==> config.mk <==
export PLATFORM = sky130hd
export DESIGN_NAME = flag_alu
export DESIGN_NICKNAME = d
export VERILOG_FILES = /design/src/rtl/alu_pkg.sv /design/src/rtl/alu_core.sv /design/src/rtl/alu_cond_eval.sv /design/src/rtl/flag_alu.sv
export SDC_FILE = /design/constraint.sdc
export NUM_CORES = 1
export LEC_CHECK = 0
export ABC_AREA = 1
export BUFFER_PORTS_ARGS = -buffer_cell sky130_fd_sc_hd__clkbuf_2
export CORE_MARGIN = 2
export CORE_UTILIZATION = 55
export CTS_BUF_LIST = sky130_fd_sc_hd__clkbuf_4
export DETAILED_ROUTE_END_ITERATION = 6
export PLACE_DENSITY = 0.79
export REMOVE_ABC_BUFFERS = 1
export SLEW_MARGIN = 0
export SYNTH_ARGS = -nofsm -noshare
export SYNTH_HDL_FRONTEND = slang
export SYNTH_SLANG_ARGS = --single-unit
==> constraint.sdc <==
create_clock -name clk -period 3.3 [get_ports clk]
set_input_delay 0.165 -clock clk [delete_from_list [all_inputs] [get_ports clk]]
set_output_delay 0.165 -clock clk [all_outputs]
set_load 0.03 [all_outputs]
==> src/rtl/alu_pkg.sv <==
package alu_pkg;

    typedef enum logic [2:0] {
        OP_ADD = 3'd0,
        OP_SUB = 3'd1,
        OP_CMP = 3'd2,
        OP_CMN = 3'd3,
        OP_AND = 3'd4,
        OP_ORR = 3'd5,
        OP_EOR = 3'd6,
        OP_MOV = 3'd7
    } op_t;

    typedef struct packed {
        logic n;
        logic z;
        logic c;
        logic v;
    } nzcv_t;

    localparam int COND_W = 4;

    localparam logic [COND_W-1:0] CC_EQ = 4'd0;
    localparam logic [COND_W-1:0] CC_NE = 4'd1;
    localparam logic [COND_W-1:0] CC_CS = 4'd2;
    localparam logic [COND_W-1:0] CC_CC = 4'd3;
    localparam logic [COND_W-1:0] CC_MI = 4'd4;
    localparam logic [COND_W-1:0] CC_PL = 4'd5;
    localparam logic [COND_W-1:0] CC_VS = 4'd6;
    localparam logic [COND_W-1:0] CC_VC = 4'd7;
    localparam logic [COND_W-1:0] CC_HI = 4'd8;
    localparam logic [COND_W-1:0] CC_LS = 4'd9;
    localparam logic [COND_W-1:0] CC_GE = 4'd10;
    localparam logic [COND_W-1:0] CC_LT = 4'd11;
    localparam logic [COND_W-1:0] CC_GT = 4'd12;
    localparam logic [COND_W-1:0] CC_LE = 4'd13;

endpackage

==> src/rtl/alu_core.sv <==
module alu_core
    import alu_pkg::*;
#(
    parameter int DATA_W = 32
) (
    input  op_t               op,
    input  logic [DATA_W-1:0] a,
    input  logic [DATA_W-1:0] b,
    output logic [DATA_W-1:0] y,
    output nzcv_t             fl
);
    localparam int MSB = DATA_W - 1;

    logic              is_sub;
    logic [DATA_W-1:0] b_eff;
    logic [DATA_W:0]   sum;
    logic              ovf;

    always_comb begin
        is_sub = (op == OP_SUB) || (op == OP_CMP);
        b_eff  = is_sub ? ~b : b;
        sum    = {1'b0, a} + {1'b0, b_eff} + {{DATA_W{1'b0}}, is_sub};
        ovf    = (a[MSB] == b_eff[MSB]) && (sum[MSB] != a[MSB]);
        unique case (op)
            OP_AND:  y = a & b;
            OP_ORR:  y = a | b;
            OP_EOR:  y = a ^ b;
            OP_MOV:  y = b;
            default: y = sum[MSB:0];
        endcase
        fl.n = y[MSB];
        fl.z = (y == '0);
        fl.c = sum[DATA_W];
        fl.v = ovf;
    end
endmodule

==> src/rtl/alu_cond_eval.sv <==
module alu_cond_eval
    import alu_pkg::*;
(
    input  nzcv_t             fl,
    input  logic [COND_W-1:0] cc,
    output logic              pass
);
    logic sgn_ge;

    always_comb begin
        sgn_ge = (fl.n == fl.v);
        unique case (cc)
            CC_EQ:   pass = fl.z;
            CC_NE:   pass = !fl.z;
            CC_CS:   pass = fl.c;
            CC_CC:   pass = !fl.c;
            CC_MI:   pass = fl.n;
            CC_PL:   pass = !fl.n;
            CC_VS:   pass = fl.v;
            CC_VC:   pass = !fl.v;
            CC_HI:   pass = fl.c && !fl.z;
            CC_LS:   pass = !fl.c || fl.z;
            CC_GE:   pass = sgn_ge;
            CC_LT:   pass = !sgn_ge;
            CC_GT:   pass = !fl.z && sgn_ge;
            CC_LE:   pass = fl.z || !sgn_ge;
            default: pass = 1'b1;
        endcase
    end
endmodule

==> src/rtl/flag_alu.sv <==
module flag_alu
    import alu_pkg::*;
#(
    parameter int DATA_W = 32
) (
    input  logic              clk,
    input  logic              rst_n,
    input  logic              issue,
    input  logic [2:0]        opcode,
    input  logic              set_flags,
    input  logic [DATA_W-1:0] op_a,
    input  logic [DATA_W-1:0] op_b,
    input  logic [3:0]        cond,
    output logic [DATA_W-1:0] result,
    output logic              result_wr,
    output logic [3:0]        flags_nzcv,
    output logic              cond_pass
);
    typedef struct packed {
        logic [DATA_W-1:0] res;
        logic              wr;
        nzcv_t             fl;
    } state_t;

    state_t            st_d, st_q;
    op_t               op;
    logic [DATA_W-1:0] core_y;
    nzcv_t             core_fl;
    logic              is_arith, is_cmp;

    assign op = op_t'(opcode);

    alu_core #(.DATA_W(DATA_W)) u_core (
        .op (op),
        .a  (op_a),
        .b  (op_b),
        .y  (core_y),
        .fl (core_fl)
    );

    alu_cond_eval u_cond (
        .fl   (st_q.fl),
        .cc   (cond),
        .pass (cond_pass)
    );

    always_comb begin
        st_d     = st_q;
        st_d.wr  = 1'b0;
        is_cmp   = (op == OP_CMP) || (op == OP_CMN);
        is_arith = (op == OP_ADD) || (op == OP_SUB);
        if (issue) begin
            if (!is_cmp) begin
                st_d.res = core_y;
                st_d.wr  = 1'b1;
            end
            if (is_cmp || (is_arith && set_flags)) begin
                st_d.fl = core_fl;
            end else if (set_flags) begin
                st_d.fl.n = core_fl.n;
                st_d.fl.z = core_fl.z;
            end
        end
    end

    always_ff @(posedge clk) begin
        if (!rst_n) begin
            st_q <= '0;
        end else begin
            st_q <= st_d;
        end
    end

    assign result     = st_q.res;
    assign result_wr  = st_q.wr;
    assign flags_nzcv = st_q.fl;
endmodule

# ---- Yosys cells after proc, flatten, opt, wreduce, memory -nomap -nowiden
# Cells that the tools add are included.
# W data, S select, Z words.
dict set report classes {
  n_reduce_logical 23
  n_eq_ne 23
  n_addsub 2
  n_bitwise 5
  mux 6
}
# operator count
set ops {}
lappend ops {{$pmux W32 S4} 1}
lappend ops {{$add A32 B32 Y33} 1}
lappend ops {{$add A33 B1 Y33} 1}
lappend ops {{$and A32 B32 Y32} 1}
lappend ops {{$logic_not A32 Y1} 1}
lappend ops {{$mux W32} 1}
lappend ops {{$not A32 Y32} 1}
lappend ops {{$or A32 B32 Y32} 1}
lappend ops {{$xor A32 B32 Y32} 1}
lappend ops {{$eq A4 B4 Y1 const B} 6}
lappend ops {{$eq A4 B3 Y1 const B} 4}
lappend ops {{$pmux W1 S14} 1}
lappend ops {{$eq A3 B3 Y1 const B} 4}
lappend ops {{$eq A4 B2 Y1 const B} 2}
lappend ops {{$reduce_and A2 Y1} 4}
lappend ops {{$eq A3 B2 Y1 const B} 2}
lappend ops {{$logic_or A1 B1 Y1} 6}
lappend ops {{$logic_not A1 Y1} 5}
lappend ops {{$eq A4 B1 Y1 const B} 1}
lappend ops {{$logic_and A1 B1 Y1} 4}
lappend ops {{$logic_not A4 Y1} 1}
lappend ops {{$mux W2} 2}
lappend ops {{$eq A3 B1 Y1 const B} 1}
lappend ops {{$logic_not A3 Y1} 1}
lappend ops {{5 further kinds} 6}
dict set report totals {
  word_cells 65
  ff_bits 37
}

# ---- Longest topological paths before layout
dict set report depth {
  ltp_word 9
  mapped_depth 25
  depth_no_buf 23
}

# ---- Hierarchy
# Synthesis repeated with hierarchy kept, for this count alone.
dict set report unflattened {
  cells_unflattened 1063
  hier_area_um2 6328.6
}
# mod area_each_um2 seq_area_each_um2 instances cells_per_inst
set by_module_without_submodules {}
lappend by_module_without_submodules {alu_core 4672.0 0.0 1 837}
lappend by_module_without_submodules {flag_alu 1451.4 740.7 1 176}
lappend by_module_without_submodules {alu_cond_eval 205.2 0.0 1 50}

# ---- Least setup slack after synthesis
# Ideal clock, no wire load.
dict set report synth_path {
  path_kind {input -> register}
  start {in opcode[1]}
  end {reg st_q (netlist bit flags_nzcv[2])}
  path_slack_ps 503
  required_time_ps 3228
  setup_time_ps 72
  arrival_time_ps 2725
  stages 23
  path_cell_list {buf_4 > inv_2 > nand2_2 > nand3_4 > buf_1 > xor2_1 > ha_1 > nand2_1 > inv_1 > nand2_1 > nand2_1 > inv_1 > nand3_1 > or2_0 > nand3_1 > nand2_1 > nor2_1 > nand2_1 > nor2_1 > nand4_1 > nor2_1 > nand3_1 > a21oi_1}
}
dict set report synth_via {
  elab_chain_cells 9
  elab_cells_between_ends 22
}
# item line_no
set synth_rtl {}
lappend synth_rtl {{from (decl)} flag_alu.sv:9} ;# input logic [2:0] opcode,
lappend synth_rtl {{$eq A3 B1 Y1 or $eq A3 B2 Y1 (tied branches)} {alu_core.sv:20, flag_alu.sv:51, flag_alu.sv:50}}
lappend synth_rtl {{$logic_or A1 B1 Y1} alu_core.sv:20} ;# is_sub = (op == OP_SUB) || (op == OP_CMP);
lappend synth_rtl {{$mux W32} alu_core.sv:21} ;# b_eff = is_sub ? ~b : b;
lappend synth_rtl {{$add A32 B32 Y33} alu_core.sv:22} ;# sum = {1'b0, a} + {1'b0, b_eff} + {{DATA_W{1'b0}}, is_sub};
lappend synth_rtl {{$add A33 B1 Y33} alu_core.sv:22}
lappend synth_rtl {{$pmux W32 S4} alu_core.sv:24} ;# unique case (op)
lappend synth_rtl {{$logic_not A32 Y1} alu_core.sv:32} ;# fl.z = (y == '0);
lappend synth_rtl {{$mux W2} flag_alu.sv:59} ;# end else if (set_flags) begin
lappend synth_rtl {{$mux W2} flag_alu.sv:57} ;# if (is_cmp || (is_arith && set_flags)) begin
lappend synth_rtl {{to (signal assigned)} flag_alu.sv:70} ;# st_q <= st_d;
lappend synth_rtl {{to (decl)} flag_alu.sv:25} ;# state_t st_d, st_q;
# Parallel ways exist; a longest one is shown, timed or not. The select of a mux whose other input is x is not followed.
# A chain may end at the register's enable or synchronous reset.

# ---- Final worst setup path
# Ends and elaborated chain as after synthesis.

==> impl_metrics.tcl <==
set metrics [dict create \
    crit_cells 22 \
    crit_fanout 20 \
    hold_path_startpoint "op_a[31]" \
    ctsResizeCount 0 \
    cp_num_buf_inv 4 \
    place_ws_ns 0.0114 \
    place.gp.congestion 1.00 \
    grt_overflow 0 \
    leakagePower_nw 4.15 \
    routed_wl_um 19700 \
    ant_nets 0 \
    nFillCells 1099 \
    cts_buffer_depth 2 \
    worst_slew_pin_slew_ns 0.681 \
    cp-start-kind "input port" \
    slowest_stage "ha_1" \
    path_delay_family "simple AND/OR/NAND/NOR gates" \
    multiInputGateArea_um2 4610 \
    fmaxAchievable_mhz 342 \
    slew_viol_final 0 \
    dr_total_vias 7024 \
    cts.sinks 37 \
    die_area_um2 12300 \
    fp.dieW_um 111 \
    area_growth_pct 12.5 \
    tns_ns 0 \
    antenna_found_initial 0 \
    rows 38 \
    fin_crit_ns 2.92 \
    yosysTopAreaCellShare_pct 19.6 \
    drt_iter0_markers 458 \
    hold_violations 0 \
    syn-cell-area_um2 6260 \
    regArea_um2 741 \
    grt_use_total_pct 31.7 \
    arrival_ns 3.22 \
    hpwl_um 15900 \
    maxCapViolCount 0 \
    synth.most_common_cell "nand2_1" \
    num_antenna_cells 0 \
    min_path_type "in -> reg" \
    cts_made_buffers 5 \
    avgRoutedWirePerCell_um 15.2 \
    crit_start "opcode[1]" \
    syn_inst 1046 \
    drcViolationCount 0 \
    dieHeight_um 111 \
    core_um2 11000 \
    critPathMostFrequentCell "nand2_1" \
    worstPathRequired_ns 3.60 \
    ys_top_cells_by_area "ha_1 (20%), nand2_1 (16%), inv_1 (12%)" \
    ir_drop_v 0.000229 \
    final_net_count 1327 \
    synthFlopType "dfxtp_1" \
    cp-end-kind "flop" \
    r2r_start "result[10]$_SDFFE_PN0P_" \
    clkLatencyLatePin_ns 0.37 \
    ys_seq_area_share_pct 11.8 \
    hold-path-cell-count 4 \
    drive_gt1_share_pct 13.8 \
    yosys_warnings 0 \
    clk_pin_slew_worst_paths_ns 0.11 \
    status "finished, final reports clean" \
    clock-root-buffer "clkbuf_4" \
    rsz0062_at_grt "false" \
    grt_pass1_vias 6575 \
    grt_max_degree 55 \
    io_pins 113 \
    crit_type "in -> reg" \
    power_density_nw_per_um2 301 \
    min_period_over_period_pct 88.6 \
    numPortBuffers 112 \
    reg2regPathDepth 2 \
    synth_top_area_cell "ha_1" \
    initial_core_util_pct 57.0 \
    slew_headroom_pct 54.6 \
    async_flop_share_pct 0 \
    firstDrtPassIters 5 \
    cts_setup_buffers 0 \
    htree_num_levels 2 \
    vias_per_cell 5.43 \
    hold_buffers 0 \
    synth_cell_type_count 42 \
    synth.avg_cell_area_um2 5.99 \
    utilization_pct 64.2 \
    synth_seq_cells 37 \
    path_cells "clkbuf_2, inv_2, nand2_2, nand3_4, buf_12, xor2_1, ha_1, nand2_1, inv_1, nand2_1, nand2_1, a21oi_1, nand2_1, nand2_1, nand2_1, a21oi_1, nand2_1, nor2_1, nand4_1, nor2_1, nand3_1, a21oi_1" \
    finClkSkew_ns 0 \
    slowest_delay_ns 0.37 \
    tritoncts "done" \
    synthTopCellsByCount "nand2_1 (274), inv_1 (199), ha_1 (98), nor2_1 (86), nand3_1 (77)" \
    fin_ws_ns 0.376 \
    synth_edf_count 0 \
    setup_violations 0 \
    grt_pass1_wl_um 31900 \
]
## power breakdown
part,switching (W),total [W],leakage [nW],internal [W]
Combinational,0.000896,0.00135,3.80,0.000455
Sequential,0.0000235,0.000510,0.306,0.000486
Clock,0.000169,0.000259,0.0354,0.0000894
Total,0.00109,0.00212,4.15,0.00103
## sequential cells by signal, summed over array words and instances (netlist names)
signal	count
flags_nzcv	4
result	32
result_wr	1
## layer usage
metal  GRT usage, %  up-vias  share of wire, %
li1               -     3591                 -
met1           39.4     3134                44
met2           54.7      241                46
met3           4.37       58               5.3
met4           13.2        0               4.4
met5              0        -                 0
## worst min-delay path: cells and delay by family
kind | cells | cell delay, ns
buf+inv | 1 | 0.14
simple gates | 2 | 0.14
compound gates | 1 | 0.05
## final timing paths
path,end,slack [ns]
setup / recovery,flags_nzcv[2]$_SDFFE_PN0P_,0.38
hold / removal,flags_nzcv[0]$_SDFFE_PN0P_,0.16
setup reg to reg,result[10]$_SDFFE_PN0P_,2.58
hold reg to reg,result[23]$_SDFFE_PN0P_,0.51
## cell families (layout without fill, tap and decap cells)
group / count (synthesis) / after routing / synth area share [%]
XOR/XNOR: 37 / 37 / 5.17
buffers and inverters: 235 / 343 / 14.7
adder cells (fa/ha/maj): 99 / 99 / 19.9
AND/OR/NAND/NOR: 474 / 474 / 31.7
flip-flops: 37 / 37 / 11.8
AO/OA/AOI/OAI: 164 / 164 / 16.7
## through the flow
stage / hold WS (ns) / cells / cell area, um^2 / total power [W]
global placement: 0.481 / 1286 / 6990 / 0.00184
global route: 0.195 / 1294 / 7050 / 0.00231
detailed placement: 0.481 / 1286 / 6990 / 0.00185
floorplan: 0.303 / 1019 / 6120 / 0.00143
finish: 0.163 / 1294 / 7050 / 0.00212
CTS: 0.144 / 1294 / 7050 / 0.00211
## cells in the final DEF, fill, tap and decap left out, types with 4 or more instances in the layout
cell type / n
nand3_2: 4
xor2_1: 37
nand3_1: 77
inv_2: 8
o2111ai_1: 11
nand4_1: 10
ha_1: 98
o211ai_1: 24
o21ai_0: 40
a22oi_1: 5
nand2_1: 274
nor2_1: 85
dfxtp_1: 37
nor3_1: 9
o21bai_1: 5
nand2_2: 7
a221oi_1: 11
buf_4: 14
a21oi_1: 48
clkbuf_2: 112
clkbuf_4: 6
inv_1: 199
## layout make-up
cell class                      instances  area share [%]
Tap cell                              140            2.49
Timing Repair Buffer                  127            9.73
Sequential cell                        37            10.5
Multi-Input combinational cell        774            65.4
Clock inverter                          2           0.142
Clock buffer                            6           0.639
Inverter                              208            11.1
No activity file was read; power rests on OpenSTA's default activity.
